--- src/rtl/tx_src_pkg.sv ---
package tx_src_pkg;
  localparam int REG_W = 32;
  localparam logic [1:0] REG_CTRL = 2'd0;
  localparam logic [1:0] REG_BASE = 2'd1;
  localparam logic [1:0] REG_LEN  = 2'd2;
  localparam logic [1:0] REG_STAT = 2'd3;
  localparam int CTRL_SEL   = 0;
  localparam int CTRL_START = 1;
  localparam int STAT_BUSY  = 0;
  localparam int STAT_DONE  = 1;
  localparam int STAT_UNF   = 2;
  typedef enum logic {SRC_TONE = 1'b0, SRC_STREAM = 1'b1} src_e;
endpackage

--- src/rtl/tx_tone_gen.sv ---
module tx_tone_gen #(
  parameter int W   = 16,
  parameter int AMP = 8192
) (
  input  logic         clk_i,
  input  logic         rst_ni,
  input  logic         adv_i,
  output logic [W-1:0] i_o,
  output logic [W-1:0] q_o
);
  localparam logic [W-1:0] POS = AMP[W-1:0];
  localparam logic [W-1:0] NEG = -POS;

  logic [1:0] phase_q;

  always_ff @(posedge clk_i or negedge rst_ni) begin
    if (!rst_ni)    phase_q <= '0;
    else if (adv_i) phase_q <= phase_q + 2'd1;
  end

  always_comb begin
    unique case (phase_q)
      2'd0:    begin i_o = POS; q_o = '0;  end
      2'd1:    begin i_o = '0;  q_o = POS; end
      2'd2:    begin i_o = NEG; q_o = '0;  end
      default: begin i_o = '0;  q_o = NEG; end
    endcase
  end
endmodule

--- src/rtl/tx_sample_fifo.sv ---
module tx_sample_fifo #(
  parameter int DW    = 32,
  parameter int DEPTH = 4
) (
  input  logic          clk_i,
  input  logic          rst_ni,
  input  logic          push_i,
  input  logic [DW-1:0] wdata_i,
  input  logic          pop_i,
  output logic [DW-1:0] rdata_o,
  output logic          empty_o,
  output logic          full_o
);
  localparam int PW = (DEPTH > 1) ? $clog2(DEPTH) : 1;
  localparam logic [PW-1:0] LAST = PW'(DEPTH - 1);
  localparam logic [PW:0]   FULL = (PW + 1)'(DEPTH);

  logic [DW-1:0] mem_q [DEPTH];
  logic [PW-1:0] wr_q, rd_q;
  logic [PW:0]   cnt_q;
  logic          do_push, do_pop;

  assign do_push = push_i && !full_o;
  assign do_pop  = pop_i && !empty_o;
  assign empty_o = (cnt_q == '0);
  assign full_o  = (cnt_q == FULL);
  assign rdata_o = mem_q[rd_q];

  always_ff @(posedge clk_i) begin
    if (do_push) mem_q[wr_q] <= wdata_i;
  end

  always_ff @(posedge clk_i or negedge rst_ni) begin
    if (!rst_ni) begin
      wr_q  <= '0;
      rd_q  <= '0;
      cnt_q <= '0;
    end else begin
      if (do_push) wr_q <= (wr_q == LAST) ? '0 : wr_q + 1'b1;
      if (do_pop)  rd_q <= (rd_q == LAST) ? '0 : rd_q + 1'b1;
      cnt_q <= cnt_q + (PW + 1)'(do_push) - (PW + 1)'(do_pop);
    end
  end
endmodule

--- src/rtl/tx_wb_reader.sv ---
module tx_wb_reader #(
  parameter int ADR_W = 32,
  parameter int LEN_W = 16
) (
  input  logic             clk_i,
  input  logic             rst_ni,
  input  logic             start_i,
  input  logic [ADR_W-1:0] base_i,
  input  logic [LEN_W-1:0] len_i,
  input  logic             room_i,
  output logic             wb_cyc_o,
  output logic             wb_stb_o,
  output logic [ADR_W-1:0] wb_adr_o,
  input  logic             wb_ack_i,
  output logic             push_o
);
  logic [ADR_W-1:0] adr_q;
  logic [LEN_W-1:0] left_q;
  logic             req_q;

  assign wb_cyc_o = req_q;
  assign wb_stb_o = req_q;
  assign wb_adr_o = adr_q;
  assign push_o   = req_q && wb_ack_i;

  always_ff @(posedge clk_i or negedge rst_ni) begin
    if (!rst_ni) begin
      adr_q  <= '0;
      left_q <= '0;
      req_q  <= 1'b0;
    end else if (start_i) begin
      adr_q  <= base_i;
      left_q <= len_i;
      req_q  <= 1'b0;
    end else if (req_q && wb_ack_i) begin
      req_q  <= 1'b0;
      adr_q  <= adr_q + 1'b1;
      left_q <= left_q - 1'b1;
    end else if (!req_q && left_q != '0 && room_i) begin
      req_q  <= 1'b1;  // one read in flight; room checked at issue
    end
  end
endmodule

--- src/rtl/tx_src_sel.sv ---
module tx_src_sel
  import tx_src_pkg::*;
#(
  parameter int SMP_W      = 16,
  parameter int ADR_W      = 32,
  parameter int LEN_W      = 16,
  parameter int FIFO_DEPTH = 4,
  parameter int TONE_AMP   = 8192
) (
  input  logic               clk_i,
  input  logic               rst_ni,
  input  logic               smp_en_i,
  output logic [SMP_W-1:0]   tx_i_o,
  output logic [SMP_W-1:0]   tx_q_o,
  input  logic               reg_we_i,
  input  logic [1:0]         reg_addr_i,
  input  logic [REG_W-1:0]   reg_wdata_i,
  output logic [REG_W-1:0]   reg_rdata_o,
  output logic               wb_cyc_o,
  output logic               wb_stb_o,
  output logic               wb_we_o,
  output logic [ADR_W-1:0]   wb_adr_o,
  input  logic [2*SMP_W-1:0] wb_dat_i,
  input  logic               wb_ack_i,
  output logic               irq_o
);
  localparam int DW = 2 * SMP_W;

  src_e             sel_q;
  logic [ADR_W-1:0] base_q;
  logic [LEN_W-1:0] len_q, out_left_q;
  logic             busy_q, done_q, unf_q;
  logic [SMP_W-1:0] tone_i, tone_q;
  logic [DW-1:0]    fifo_rd;
  logic             fifo_empty, fifo_full, fifo_push, fifo_pop;
  logic             tone_adv, wr_ctrl, wr_stat, start_ok, fetch_start;

  assign wr_ctrl     = reg_we_i && reg_addr_i == REG_CTRL;
  assign wr_stat     = reg_we_i && reg_addr_i == REG_STAT;
  assign start_ok    = wr_ctrl && reg_wdata_i[CTRL_START] && !busy_q;
  assign fetch_start = start_ok && len_q != '0;
  assign tone_adv    = smp_en_i && sel_q == SRC_TONE;
  assign fifo_pop    = smp_en_i && sel_q == SRC_STREAM && busy_q && !fifo_empty;
  assign wb_we_o     = 1'b0;
  assign irq_o       = done_q;

  tx_tone_gen #(.W(SMP_W), .AMP(TONE_AMP)) i_tone (
    .clk_i, .rst_ni, .adv_i(tone_adv), .i_o(tone_i), .q_o(tone_q)
  );

  tx_wb_reader #(.ADR_W(ADR_W), .LEN_W(LEN_W)) i_reader (
    .clk_i, .rst_ni,
    .start_i (fetch_start),
    .base_i  (base_q),
    .len_i   (len_q),
    .room_i  (!fifo_full),
    .wb_cyc_o, .wb_stb_o, .wb_adr_o, .wb_ack_i,
    .push_o  (fifo_push)
  );

  tx_sample_fifo #(.DW(DW), .DEPTH(FIFO_DEPTH)) i_fifo (
    .clk_i, .rst_ni,
    .push_i  (fifo_push),
    .wdata_i (wb_dat_i),
    .pop_i   (fifo_pop),
    .rdata_o (fifo_rd),
    .empty_o (fifo_empty),
    .full_o  (fifo_full)
  );

  always_ff @(posedge clk_i or negedge rst_ni) begin
    if (!rst_ni) begin
      sel_q      <= SRC_TONE;
      base_q     <= '0;
      len_q      <= '0;
      out_left_q <= '0;
      busy_q     <= 1'b0;
      done_q     <= 1'b0;
      unf_q      <= 1'b0;
      tx_i_o     <= '0;
      tx_q_o     <= '0;
    end else begin
      if (wr_ctrl) sel_q <= src_e'(reg_wdata_i[CTRL_SEL]);
      if (reg_we_i && reg_addr_i == REG_BASE) base_q <= reg_wdata_i[ADR_W-1:0];
      if (reg_we_i && reg_addr_i == REG_LEN)  len_q  <= reg_wdata_i[LEN_W-1:0];
      // clears first, sets below override
      if (wr_stat && reg_wdata_i[STAT_DONE]) done_q <= 1'b0;
      if (wr_stat && reg_wdata_i[STAT_UNF])  unf_q  <= 1'b0;
      if (start_ok) begin
        if (len_q == '0) done_q <= 1'b1;
        else begin
          busy_q     <= 1'b1;
          out_left_q <= len_q;
        end
      end
      if (smp_en_i) begin
        if (sel_q == SRC_TONE) begin
          tx_i_o <= tone_i;
          tx_q_o <= tone_q;
        end else if (fifo_pop) begin
          tx_i_o     <= fifo_rd[DW-1:SMP_W];
          tx_q_o     <= fifo_rd[SMP_W-1:0];
          out_left_q <= out_left_q - 1'b1;
          if (out_left_q == LEN_W'(1)) begin
            busy_q <= 1'b0;
            done_q <= 1'b1;
          end
        end else begin
          tx_i_o <= '0;
          tx_q_o <= '0;
          if (busy_q) unf_q <= 1'b1;
        end
      end
    end
  end

  always_comb begin
    reg_rdata_o = '0;
    unique case (reg_addr_i)
      REG_CTRL: reg_rdata_o[CTRL_SEL] = sel_q;
      REG_BASE: reg_rdata_o = REG_W'(base_q);
      REG_LEN:  reg_rdata_o = REG_W'(len_q);
      default: begin
        reg_rdata_o[STAT_BUSY] = busy_q;
        reg_rdata_o[STAT_DONE] = done_q;
        reg_rdata_o[STAT_UNF]  = unf_q;
      end
    endcase
  end
endmodule

--- config.mk ---
export PLATFORM = sky130hd
export DESIGN_NAME = tx_src_sel
export DESIGN_NICKNAME = d
export VERILOG_FILES = /design/src/rtl/tx_src_pkg.sv /design/src/rtl/tx_tone_gen.sv /design/src/rtl/tx_sample_fifo.sv /design/src/rtl/tx_wb_reader.sv /design/src/rtl/tx_src_sel.sv
export SDC_FILE = /design/constraint.sdc
export NUM_CORES = 1
export LEC_CHECK = 0
export BUFFER_PORTS_ARGS = -buffer_cell sky130_fd_sc_hd__buf_4
export CAP_MARGIN = 15
export CORE_UTILIZATION = 57
export CTS_CLUSTER_SIZE = 24
export DETAILED_ROUTE_END_ITERATION = 10
export PLACE_DENSITY = 0.83
export REMOVE_ABC_BUFFERS = 1
export SLEW_MARGIN = 25
export SYNTH_ARGS = -nofsm -noshare
export SYNTH_HDL_FRONTEND = slang
export SYNTH_SLANG_ARGS = --single-unit
export TNS_END_PERCENT = 20
--- constraint.sdc ---
create_clock -name clk_i -period 3.1 [get_ports clk_i]
set_input_delay 0.775 -clock clk_i [delete_from_list [all_inputs] [get_ports clk_i]]
set_output_delay 0.775 -clock clk_i [all_outputs]
set_load 0.01 [all_outputs]
==> results.yml <==
status:
  status: "complete, no violations"
sta:
  max_clock_freq_mhz: 361.2
  period_needed_ns: 2.768
  timing.final.crit_share: 0.8930
  holdWs_ns: 0.2630
  setup_slack_ns: 0.3315
  relSlewSlack: 0.5162
  hold_viol: 0
  rsz0062_at_grt: "no"
  setup_viol: 0
  slew_viol_final: 0
  fin_skew_ns: 0.01366
  tightest_slew_ns: 0.7257
yosys:
  ys_types: 59
  ys_warn_count: 0
  synth-seq-area-share: 0.6173
  synthCells: 967
  synth_edf_count: 128
  syn_area_per_cell_um2: 13.06
  ys_ff_latch: 286
  synth_flop_cell: "dfrtp_1"
  synth.cell_area_um2: 12630
  async_flop_share: 0.5524
die:
  die_y_um: 150.9
  fp-row-count: 54
  die_area_um2: 22760
  core_region_area_um2: 21760
  initial_core_util: 0.5806
  die_w_um: 150.9
  pin_count: 171
placed_design:
  hpwlAfterDp_um: 19070
  place_ws_ns: 0.3565
  port_buffers: 169
  gp_congestion: 0.9001
global_route:
  grt_pass1_wl_um: 43880
  grt_start_max_net_pins: 70
  grt_pass1_vias: 8218
  grtUsageTotal: 0.2526
  antenna_found_initial: 0
  overflow: 0
min_path:
  min-delay-path-class: "in2async"
clock_tree:
  postCtsResizedCells: 0
  post_cts_buffers: 0
  cts_root_buf: "clkbuf_16"
  cts_tree: "yes"
  clock_latency_ns: 0.53
  cts.clk_slew.worst_paths_ns: 0.06
  cts_max_level: 1
  clockBufferDepth: 3
  cts_hold_buf: 0
  numCtsBuffers: 29
  clock_sinks: 286
final_layout:
  utilization: 0.7039
  final_common_cell: "buf_4"
  drive_gt1_frac: 0.2976
  most-common-layout-cells: "buf_4, dfrtp_1, edfxtp_1, nor2_1, a21oi_1"
  area_growth_syn_to_layout_pct: 21.24
  final_nets: 1237
  diodes: 0
run:
  drv_cap: 0
worst_setup_path:
  end_kind: "output pin"
  r2r_start: "len_q[12]"
  reg2regPathDepth: 7
  reg2reg_slack_ns: 0.91
  crit_arrival_ns: 1.99
  critPathMaxFanout: 32
  r2r_end: "i_reader.wb_adr_o[24]"
  cp-start-kind: "input pin"
  crit_start: "reg_addr_i[1]"
  cp_data_required_time_ns: 2.32
  critPathKind: "in2out"
route:
  vias_per_cell: 5.786
  dr_total_vias: 8366
  wl_um: 28270
  avgRoutedWirePerCell_um: 19.55
  drt_iter0_markers: 483
  ant_nets: 0
  drc: 0
  dr.pass1.iters: 5
power_and_ir_drop:
  p_leak_nw: 6.275
  peakVddDrop_mv: 0.5059
  fin_total_pwr_w: 0.01179
  p_per_area_nw_per_um2: 770.1
state kept, by name (all words and copies together), names as in the netlist, 16 cells and up:
name and cells:
i_reader.left_q 16, tx_q_o 16, len_q 16, tx_i_o 16
i_fifo.mem_q 128, i_reader.wb_adr_o 32, base_q 32, out_left_q 16
Yosys cell counts (all sizes together) (9+ instances only):
cell,n,area share
nor3,23,0.0095
mux2,51,0.045
xnor2,32,0.022
o21ai,45,0.018
ha,21,0.021
clkbuf,16,0.0048
nor4,13,0.011
a311oi,9,0.0067
a22oi,15,0.0089
a21oi,66,0.027
nor2,70,0.021
nand2,62,0.018
buf,31,0.015
nand3,21,0.0087
inv,49,0.015
xor2,16,0.011
mux4,32,0.057
edfxtp,128,0.30
nand4,12,0.0071
nor2b,18,0.0089
and2,23,0.011
and3,12,0.0060
dfrtp,158,0.31
power by group:
part | switching (W) | internal, W
Combinational | 0.00132 | 0.00142
Sequential | 0.000631 | 0.00474
Clock | 0.00140 | 0.00227
worst max-delay path by stage:
stage / cells after the start / to
2_1_floorplan: 5 / i_reader.left_q[1]
5_1_grt: 7 / reg_rdata_o[2]
6_report: 7 / reg_rdata_o[2]
3_3_place_gp: 7 / reg_rdata_o[2]
4_1_cts: 7 / reg_rdata_o[2]
3_5_place_dp: 7 / reg_rdata_o[2]
metrics by stage:
stage	setup TNS, ns	cell area, µm²	std cells
after floorplan	-20.85	12380	920
after global placement	0	14290	1393
after detailed placement	0	14290	1393
after CTS	0	15310	1446
after global routing	0	15310	1446
final	0	15310	1446
kinds of logic (layout without fill, tap and decap cells):
group                      count (synthesis)  after routing  share of synthesized area
other                                      1              1                  0.0002969
muxes                                     87             87                     0.1057
xor gates and xnor gates                  48             48                    0.03328
AOI/OAI and AO/OA                        149            149                    0.06934
adders and majority gates                 22             22                    0.02239
buffers and inverters                     96            295                    0.03437
and+or+nand+nor                          278            278                     0.1174
DFF                                      286            286                     0.6173
critical path, cell delays in order:
cell,delay [ns]
buf_4,0.13
inv_1,0.07
ha_1,0.16
buf_4,0.34
a22oi_1,0.14
o21ai_0,0.21
buf_4,0.16
metal layers:
metal	wire (µm)	share of wire	up-vias	track usage
met3	2204	0.078	42	0.05572
met4	558	0.020	0	0.06150
li1	-	-	3851	-
met2	13960	0.49	297	0.4167
met5	0	0	-	0
met1	11550	0.41	4176	0.3429
cell type report:
class                      count  area [µm²]
clock buffer                  40       825.8
clock inverter                13       195.2
fill                        1505        6441
inverter                      49       183.9
multi-input combinational    585        4408
sequential                   286        7799
tap                          280       350.3
timing repair buffer         193        1553
(Power assumes the default switching activity.)
